--- src/rtl/tsq_pkg.sv ---
package tsq_pkg;

  localparam int TSQ_NCH        = 8;
  localparam int TSQ_RES_W      = 12;
  localparam int TSQ_FRAME_BITS = 24;

  typedef enum logic [2:0] {
    ST_IDLE,
    ST_PICK,
    ST_GO,
    ST_WAIT,
    ST_DIVGO,
    ST_DIV
  } tsq_state_e;

  // Command byte: start, address, 12-bit mode, reference select pair, keep-on.
  function automatic logic [7:0] tsq_cmd(input logic [2:0] ch, input logic last);
    logic single;
    single = (ch == 3'd0) || (ch == 3'd2) || (ch == 3'd6) || (ch == 3'd7);
    return {1'b1, ch, 1'b0, single, single, ~last};
  endfunction

  // 12-bit sample sits in bits 14:3 of the returned word.
  function automatic logic [TSQ_RES_W-1:0] tsq_sample(input logic [15:0] w);
    return w[14:3];
  endfunction

  // Index of the lowest set bit (0 when none is set).
  function automatic logic [2:0] tsq_first(input logic [TSQ_NCH-1:0] m);
    logic [2:0] f;
    f = 3'd0;
    for (int i = TSQ_NCH - 1; i >= 0; i--) begin
      if (m[i]) f = 3'(i);
    end
    return f;
  endfunction

endpackage

--- src/rtl/tsq_spi_frame.sv ---
module tsq_spi_frame #(
  parameter int HALF       = 34,
  parameter int FRAME_BITS = 24
) (
  input  logic        clk,
  input  logic        rst_n,
  input  logic        go,
  input  logic [7:0]  cmd,
  input  logic        miso,
  output logic        sclk,
  output logic        mosi,
  output logic        frame_done,
  output logic [15:0] rx_word
);
  localparam int PH_N  = 2 * HALF;
  localparam int PH_W  = (PH_N > 2) ? $clog2(PH_N) : 1;
  localparam int BIT_W = $clog2(FRAME_BITS);

  logic                  active;
  logic [PH_W-1:0]       ph;
  logic [BIT_W-1:0]      bcnt;
  logic [FRAME_BITS-1:0] tx;
  logic [15:0]           rx;
  logic                  sclk_q;
  logic                  done_q;

  wire rise_now = active && (ph == PH_W'(HALF - 1));
  wire fall_now = active && (ph == PH_W'(PH_N - 1));
  wire last_bit = (bcnt == BIT_W'(FRAME_BITS - 1));

  always_ff @(posedge clk or negedge rst_n) begin
    if (!rst_n) begin
      active <= 1'b0;
      ph     <= '0;
      bcnt   <= '0;
      tx     <= '0;
      rx     <= '0;
      sclk_q <= 1'b0;
      done_q <= 1'b0;
    end else begin
      done_q <= 1'b0;
      if (go && !active) begin
        active <= 1'b1;
        ph     <= '0;
        bcnt   <= '0;
        tx     <= {cmd, {(FRAME_BITS-8){1'b0}}};
        sclk_q <= 1'b0;
      end else if (active) begin
        if (rise_now) begin
          sclk_q <= 1'b1;
          rx     <= {rx[14:0], miso};
        end
        if (fall_now) begin
          sclk_q <= 1'b0;
          ph     <= '0;
          if (last_bit) begin
            active <= 1'b0;
            done_q <= 1'b1;
          end else begin
            bcnt <= bcnt + BIT_W'(1);
            tx   <= {tx[FRAME_BITS-2:0], 1'b0};
          end
        end else begin
          ph <= ph + PH_W'(1);
        end
      end
    end
  end

  assign sclk       = sclk_q;
  assign mosi       = active ? tx[FRAME_BITS-1] : 1'b0;
  assign frame_done = done_q;
  assign rx_word    = rx;
endmodule

--- src/rtl/tsq_divider.sv ---
module tsq_divider #(
  parameter int NUM_W = 20,
  parameter int DEN_W = 9,
  parameter int QUO_W = 12
) (
  input  logic             clk,
  input  logic             rst_n,
  input  logic             go,
  input  logic [NUM_W-1:0] num,
  input  logic [DEN_W-1:0] den,
  output logic [QUO_W-1:0] quo,
  output logic             valid
);
  localparam int CNT_W = $clog2(NUM_W + 1);

  logic             run;
  logic [CNT_W-1:0] cnt;
  logic [NUM_W-1:0] q;
  logic [DEN_W-1:0] rem;
  logic [DEN_W-1:0] den_q;
  logic             valid_q;

  wire [DEN_W:0] trial = {rem, q[NUM_W-1]};
  wire           fits  = trial >= {1'b0, den_q};
  wire [DEN_W:0] diff  = trial - {1'b0, den_q};

  always_ff @(posedge clk or negedge rst_n) begin
    if (!rst_n) begin
      run     <= 1'b0;
      cnt     <= '0;
      q       <= '0;
      rem     <= '0;
      den_q   <= '0;
      valid_q <= 1'b0;
    end else begin
      valid_q <= 1'b0;
      if (go) begin
        q     <= num;
        rem   <= '0;
        den_q <= den;
        cnt   <= CNT_W'(NUM_W);
        run   <= 1'b1;
      end else if (run) begin
        rem <= fits ? diff[DEN_W-1:0] : trial[DEN_W-1:0];
        q   <= {q[NUM_W-2:0], fits};
        cnt <= cnt - CNT_W'(1);
        if (cnt == CNT_W'(1)) begin
          run     <= 1'b0;
          valid_q <= 1'b1;
        end
      end
    end
  end

  assign quo   = q[QUO_W-1:0];
  assign valid = valid_q;
endmodule

--- src/rtl/touch_scan_seq.sv ---
module touch_scan_seq
  import tsq_pkg::*;
#(
  parameter int SETTLE_W      = 4,
  parameter int OVS_W         = 8,
  parameter int SCLK_HALF     = 34,
  parameter int CLK_PERIOD_NS = 5,
  parameter int SETTLE_NS     = 1000
) (
  input  logic                         clk,
  input  logic                         rst_n,
  input  logic                         start,
  input  logic [7:0]                   chan_mask,
  input  logic                         cfg_we,
  input  logic [2:0]                   cfg_ch,
  input  logic [SETTLE_W-1:0]          cfg_settle,
  input  logic [OVS_W-1:0]             cfg_ovs,
  output logic                         busy,
  output logic                         scan_done,
  output logic [TSQ_NCH*TSQ_RES_W-1:0] results,
  output logic                         spi_sclk,
  output logic                         spi_mosi,
  input  logic                         spi_miso,
  output logic                         spi_cs_n
);
  localparam int NCH        = TSQ_NCH;
  localparam int RES_W      = TSQ_RES_W;
  localparam int ACC_W      = RES_W + OVS_W;
  localparam int DEN_W      = OVS_W + 1;
  localparam int LEN_W      = ((SETTLE_W > DEN_W) ? SETTLE_W : DEN_W) + 1;
  localparam int BIT_NS     = CLK_PERIOD_NS * 2 * SCLK_HALF;
  localparam int SET_BITS   = (SETTLE_NS + BIT_NS - 1) / BIT_NS;
  localparam int SET_FR     = (SET_BITS + TSQ_FRAME_BITS - 1) / TSQ_FRAME_BITS;
  localparam int SET_MAX    = (1 << SETTLE_W) - 1;
  localparam int DEF_SETTLE = (SET_FR > SET_MAX) ? SET_MAX : SET_FR;

  tsq_state_e         state;
  logic [NCH-1:0]     pend;
  logic [2:0]         cur_ch;
  logic [LEN_W-1:0]   fidx;
  logic [ACC_W-1:0]   acc;
  logic               cs_n_q;
  logic               done_q;

  logic [SETTLE_W-1:0] settle_r [NCH];
  logic [OVS_W-1:0]    ovs_r    [NCH];
  logic [RES_W-1:0]    res_r    [NCH];

  // Named internal events.
  logic               frame_end;
  logic               burst_last;
  logic               div_done;
  logic [15:0]        rx_word;
  logic [RES_W-1:0]   div_quo;

  wire                accept_start = start && (state == ST_IDLE);
  wire                cfg_apply    = cfg_we && (state == ST_IDLE);
  wire [SETTLE_W-1:0] cur_settle   = settle_r[cur_ch];
  wire [DEN_W-1:0]    cur_den      = DEN_W'(ovs_r[cur_ch]) + DEN_W'(1);
  wire [LEN_W-1:0]    burst_len    = LEN_W'(cur_settle) + LEN_W'(cur_den);
  wire                keep_frame   = fidx >= LEN_W'(cur_settle);
  wire [RES_W-1:0]    sample       = tsq_sample(rx_word);
  wire [NCH-1:0]      pend_clr     = pend & ~(NCH'(1) << cur_ch);
  wire [ACC_W-1:0]    div_num      = acc + ACC_W'(cur_den) - ACC_W'(1);
  wire                frame_go     = (state == ST_GO);
  wire                div_go       = (state == ST_DIVGO);

  assign burst_last = (fidx == burst_len - LEN_W'(1));

  always_ff @(posedge clk or negedge rst_n) begin
    if (!rst_n) begin
      state  <= ST_IDLE;
      pend   <= '0;
      cur_ch <= '0;
      fidx   <= '0;
      acc    <= '0;
      cs_n_q <= 1'b1;
      done_q <= 1'b0;
    end else begin
      done_q <= 1'b0;
      unique case (state)
        ST_IDLE: begin
          if (accept_start) begin
            if (chan_mask == '0) begin
              done_q <= 1'b1;
            end else begin
              pend  <= chan_mask;
              state <= ST_PICK;
            end
          end
        end
        ST_PICK: begin
          cur_ch <= tsq_first(pend);
          fidx   <= '0;
          acc    <= '0;
          cs_n_q <= 1'b0;
          state  <= ST_GO;
        end
        ST_GO: state <= ST_WAIT;
        ST_WAIT: begin
          if (frame_end) begin
            if (keep_frame) acc <= acc + ACC_W'(sample);
            if (burst_last) begin
              pend <= pend_clr;
              if (pend_clr == '0) cs_n_q <= 1'b1;
              state <= ST_DIVGO;
            end else begin
              fidx  <= fidx + LEN_W'(1);
              state <= ST_GO;
            end
          end
        end
        ST_DIVGO: state <= ST_DIV;
        ST_DIV: begin
          if (div_done) begin
            if (pend == '0) begin
              done_q <= 1'b1;
              state  <= ST_IDLE;
            end else begin
              state <= ST_PICK;
            end
          end
        end
        default: state <= ST_IDLE;
      endcase
    end
  end

  generate
    for (genvar g = 0; g < NCH; g++) begin : g_chan
      always_ff @(posedge clk or negedge rst_n) begin
        if (!rst_n) begin
          settle_r[g] <= SETTLE_W'(DEF_SETTLE);
          ovs_r[g]    <= '0;
          res_r[g]    <= '0;
        end else begin
          if (cfg_apply && (cfg_ch == 3'(g))) begin
            settle_r[g] <= cfg_settle;
            ovs_r[g]    <= cfg_ovs;
          end
          if (div_done && (state == ST_DIV) && (cur_ch == 3'(g))) begin
            res_r[g] <= div_quo;
          end
        end
      end
      assign results[g*RES_W +: RES_W] = res_r[g];
    end
  endgenerate

  tsq_spi_frame #(
    .HALF       (SCLK_HALF),
    .FRAME_BITS (TSQ_FRAME_BITS)
  ) u_frame (
    .clk        (clk),
    .rst_n      (rst_n),
    .go         (frame_go),
    .cmd        (tsq_cmd(cur_ch, burst_last)),
    .miso       (spi_miso),
    .sclk       (spi_sclk),
    .mosi       (spi_mosi),
    .frame_done (frame_end),
    .rx_word    (rx_word)
  );

  tsq_divider #(
    .NUM_W (ACC_W),
    .DEN_W (DEN_W),
    .QUO_W (RES_W)
  ) u_div (
    .clk   (clk),
    .rst_n (rst_n),
    .go    (div_go),
    .num   (div_num),
    .den   (cur_den),
    .quo   (div_quo),
    .valid (div_done)
  );

  assign busy      = (state != ST_IDLE);
  assign scan_done = done_q;
  assign spi_cs_n  = cs_n_q;
endmodule

--- config.mk ---
export PLATFORM = sky130hd
export DESIGN_NAME = touch_scan_seq
export DESIGN_NICKNAME = d
export VERILOG_FILES = /design/src/rtl/tsq_pkg.sv /design/src/rtl/tsq_spi_frame.sv /design/src/rtl/tsq_divider.sv /design/src/rtl/touch_scan_seq.sv
export SDC_FILE = /design/constraint.sdc
export NUM_CORES = 1
export LEC_CHECK = 0
export CAP_MARGIN = 0
export CELL_PAD_IN_SITES_DETAIL_PLACEMENT = 1
export CELL_PAD_IN_SITES_GLOBAL_PLACEMENT = 2
export CORE_UTILIZATION = 41
export CTS_BUF_LIST = sky130_fd_sc_hd__clkbuf_4
export DETAILED_ROUTE_END_ITERATION = 10
export DONT_BUFFER_PORTS = 1
export PLACE_DENSITY_LB_ADDON = 0.25
export SYNTH_ARGS = -nofsm -noshare
export SYNTH_HDL_FRONTEND = slang
export SYNTH_SLANG_ARGS = --single-unit
--- constraint.sdc ---
create_clock -name clk -period 5.3 [get_ports clk]
set_clock_uncertainty 0.1 [all_clocks]
set_input_delay 0.795 -clock clk [delete_from_list [all_inputs] [get_ports clk]]
set_output_delay 0.795 -clock clk [all_outputs]
set_load 0.01 [all_outputs]
==> flow_metrics.env <==
export IMPL_status="complete, but fails checks"
export IMPL_violations="hold timing"
export IMPL_ctsHoldBuffers=22
export IMPL_vias=11900
export IMPL_via_per_inst=5.47
export IMPL_route_detailed_drc=0
export IMPL_cap_violations=0
export IMPL_syn_inst=1486
export IMPL_finalSetupViolCount=0
export IMPL_synth_ff_type="dfrtp_1"
export IMPL_p_clk_frac=0.338
export IMPL_cts_sinks=321
export IMPL_combPwrFrac=0.254
export IMPL_core_area_um2=40800
export IMPL_start_util=0.415
export IMPL_antenna_found_initial=2
export IMPL_io_pins=129
export IMPL_endpoint_kind="register"
export IMPL_finalHoldViolCount=315
export IMPL_final_cells=2176
export IMPL_synth_edff_count=0
export IMPL_p_leak_uw=0.00907
export IMPL_critPathBufInv=3
export IMPL_path_cells="mux4_1, nor2_1, a211oi_2, ha_2, inv_1, ha_1, inv_1, ha_1, fa_1, a21o_1, a21oi_2, xnor2_1, nand3_1, mux2i_2, buf_4, o2111ai_1, mux2_2, o41ai_2, a21oi_1, mux2i_1"
export IMPL_slowest_stage="mux4_1"
export IMPL_first_pass_iters=4
export IMPL_fin_crit_sh=0.957
export IMPL_yosys_cell_types_count=85
export IMPL_cp_max_fo=7
export IMPL_wire_per_inst_um=20.2
export IMPL_clk_pin_slew_ns=0.07
export IMPL_h_tree_depth=3
export IMPL_grt_pass1_vias=12900
export IMPL_cts_max_path_buffers=3
export IMPL_place_inst=1982
export IMPL_final_antenna_net_count=0
export IMPL_ys_ff_latch=321
export IMPL_globalplace_congestion=0.797
export IMPL_root_buffer="clkbuf_4"
export IMPL_power_density_nw_per_um2=345
export IMPL_critical_path_top_delay_family="multiplexers"
export IMPL_drive_above_1_share=0.287
export IMPL_routed_wl_um=43900
export IMPL_worst_path_stages=20
export IMPL_rrSetupSlack_ns=0.23
export IMPL_grt_max_degree=322
export IMPL_drv_slew=0
export IMPL_rows=74
export IMPL_fillerInstances=4400
export IMPL_p_int_uw=4480
export IMPL_critical_path_class="register to register"
export IMPL_nNetsFinal=1678
export IMPL_grt_usage=0.218
export IMPL_arrival_ns=5.65
export IMPL_finalCriticalPeriod_ns=5.07
export IMPL_die_area_um2=42100
export IMPL_whs_ns=-0.424
export IMPL_syn_avg_cell_area_um2=11.4
export IMPL_required_ns=5.88
export IMPL_grt_pass1_wl_um=71400
export IMPL_timing_rr_start="cur_ch[1]"
export IMPL_fmax_ghz=0.197
export IMPL_die_w_um=205
export IMPL_critPathLaunchType="register"
export IMPL_yosysSeqAreaShare=0.475
export IMPL_syn_nets=1589
export IMPL_numCtsBuffers=92
export IMPL_rr_endpoint="fidx[8]"
export IMPL_max_slew_worst_pin_slew_ns=1.20
export IMPL_drt_iter0_markers=553
export IMPL_vdd_ir_drop_max_mv=0.195
export IMPL_relSlewSlack=0.194
export IMPL_ys_warnings_count=0
export IMPL_clkLatencyLatePin_ns=0.83
export IMPL_overflow=0
export IMPL_reg2regPathDepth=20
export IMPL_pwr_share_seq=0.408
export IMPL_dp_hpwl_um=30000
export IMPL_netlist_area_um2=16900
export IMPL_async_flop_share=1.00
export IMPL_critPathMaxStageDelay_ns=0.58
export IMPL_p_sw_frac=0.322
export IMPL_io_buffers=0
export IMPL_tritoncts="built"
export IMPL_hp_class="primary input to async pin"
export IMPL_die_h_um=205
export IMPL_switchingPower_uw=2130
export IMPL_area_growth_pct=13.0
## state kept, by name (all words and copies together), names as in the netlist
register / count
settle_r: 32
acc: 20
u_frame.rx_word: 15
fidx: 10
u_div.den_q: 9
scan_done: 1
pend: 8
ovs_r: 64
state: 3
u_frame.bcnt: 5
cur_ch: 3
u_div.q: 20
u_div.cnt: 5
u_div.run: 1
u_frame.ph: 7
u_frame.tx: 8
u_frame.active: 1
u_frame.frame_done: 1
u_div.rem: 9
results: 96
u_div.valid: 1
u_frame.sclk: 1
spi_cs_n: 1
## worst max path at each step
stage,from,end
3_3_place_gp,cur_ch[1],pend[1]
5_1_grt,cur_ch[1],spi_cs_n
6_report,cur_ch[1],fidx[8]
2_1_floorplan,cur_ch[1],u_div.q[18]
3_5_place_dp,cur_ch[1],pend[0]
4_1_cts,cur_ch[1],u_div.q[19]
## cell usage in the layout (no fill, tap or decap), types with 30 or more instances in the layout
cell type and count:
a21oi_1 50, buf_4 43, clkbuf_4 131, dfrtp_1 309, ha_1 70, inv_1 75, mux2_2 215, mux2i_1 32
nand2_1 105, nor2_1 69, o21ai_0 62, xnor2_1 30
## worst register-to-register path, stage by stage, from the launching register on
cell	delay, ns
dfrtp_2	0.48
mux4_1	0.58
nor2_1	0.17
a211oi_2	0.07
ha_2	0.34
inv_1	0.06
ha_1	0.27
inv_1	0.04
ha_1	0.22
fa_1	0.40
a21o_1	0.21
a21oi_2	0.21
xnor2_1	0.21
nand3_1	0.14
mux2i_2	0.21
buf_4	0.15
o2111ai_1	0.12
mux2_2	0.30
o41ai_2	0.36
a21oi_1	0.17
mux2i_1	0.15
## routing by layer
| layer | routed length (um) | up-vias | global-route usage |
|---|---|---|---|
| li1 | - | 5561 | - |
| met1 | 19700 | 6120 | 0.277 |
| met2 | 22000 | 154 | 0.368 |
| met3 | 1330 | 62 | 0.0462 |
| met4 | 774 | 2 | 0.0696 |
| met5 | 13 | - | 0 |
## logic make-up after synthesis
kind of cell,count (synthesis),share of synthesized area
simple gates,361,0.108
flops,321,0.475
mux,272,0.194
compound gates,249,0.0991
fa+ha+maj,75,0.0572
xor+xnor,58,0.0300
buf+inv,150,0.0362
## power groups by stage
stage,combinational [uW],sequential [uW],clock [uW]
final,1680,2700,2230
after global routing,1860,2710,2450
after CTS,1600,2700,2330
after detailed placement,1570,2740,0
after global placement,1560,2740,0
after floorplan,1220,2680,0
## cell usage after synthesis (10+ instances only)
| cell | n | share of area |
|---|---|---|
| or3_1 | 10 | 0.0037 |
| mux2i_1 | 33 | 0.019 |
| ha_1 | 71 | 0.052 |
| nand4_1 | 11 | 0.0041 |
| a21oi_1 | 52 | 0.015 |
| dfrtp_1 | 312 | 0.46 |
| mux4_2 | 16 | 0.021 |
| a22o_1 | 21 | 0.011 |
| clkbuf_1 | 43 | 0.0095 |
| nand2b_1 | 24 | 0.0089 |
| inv_1 | 75 | 0.017 |
| nor2b_1 | 16 | 0.0059 |
| a21o_1 | 17 | 0.0075 |
| o21ai_0 | 64 | 0.019 |
| o31ai_1 | 11 | 0.0049 |
| nor4_1 | 11 | 0.0041 |
| xnor2_1 | 32 | 0.017 |
| a211oi_1 | 15 | 0.0066 |
| nand2_1 | 105 | 0.023 |
| mux2_2 | 215 | 0.14 |
| xor2_1 | 26 | 0.013 |
| buf_1 | 23 | 0.0051 |
| nor3_1 | 31 | 0.0092 |
| nand3_1 | 28 | 0.0083 |
| nor2_1 | 71 | 0.016 |
## final cells by class
cell class / instances / area, um^2 / share of cell area
multi-input cells: 1015 / 8420 / 0.440
flip-flops and latches: 321 / 8050 / 0.420
clock buffers: 131 / 983 / 0.0513
well taps: 532 / 666 / 0.0348
repair buffers: 69 / 604 / 0.0316
inverters: 76 / 285 / 0.0149
clock inverters: 31 / 141 / 0.00738
diodes: 1 / 2.50 / 0.000131
## through the flow
step | power, uW | instance area (um^2) | util | TNS [ns] | setup slack (ns)
5_1_grt | 7020 | 19200 | 0.469 | -0.289 | -0.0648
2_1_floorplan | 3900 | 17000 | - | 0 | 0.0286
3_5_place_dp | 4310 | 17600 | 0.432 | 0 | 0.0210
6_report | 6610 | 19200 | 0.469 | 0 | 0.228
4_1_cts | 6630 | 19000 | 0.465 | 0 | 0.0478
3_3_place_gp | 4290 | 17600 | 0.432 | 0 | 0.137
## timing repair
| item | CTS | global route |
|---|---|---|
| endpoints found under the setup margin | 1 | 28 |
| pin swaps | 1 | 5 |
| resized for setup | 0 | 20 |
| cloned | 0 | 1 |
| buffers inserted | 1 | 7 |
| hold endpoints to repair | 427 | 321 |
Power figures use the tool's default switching activity.
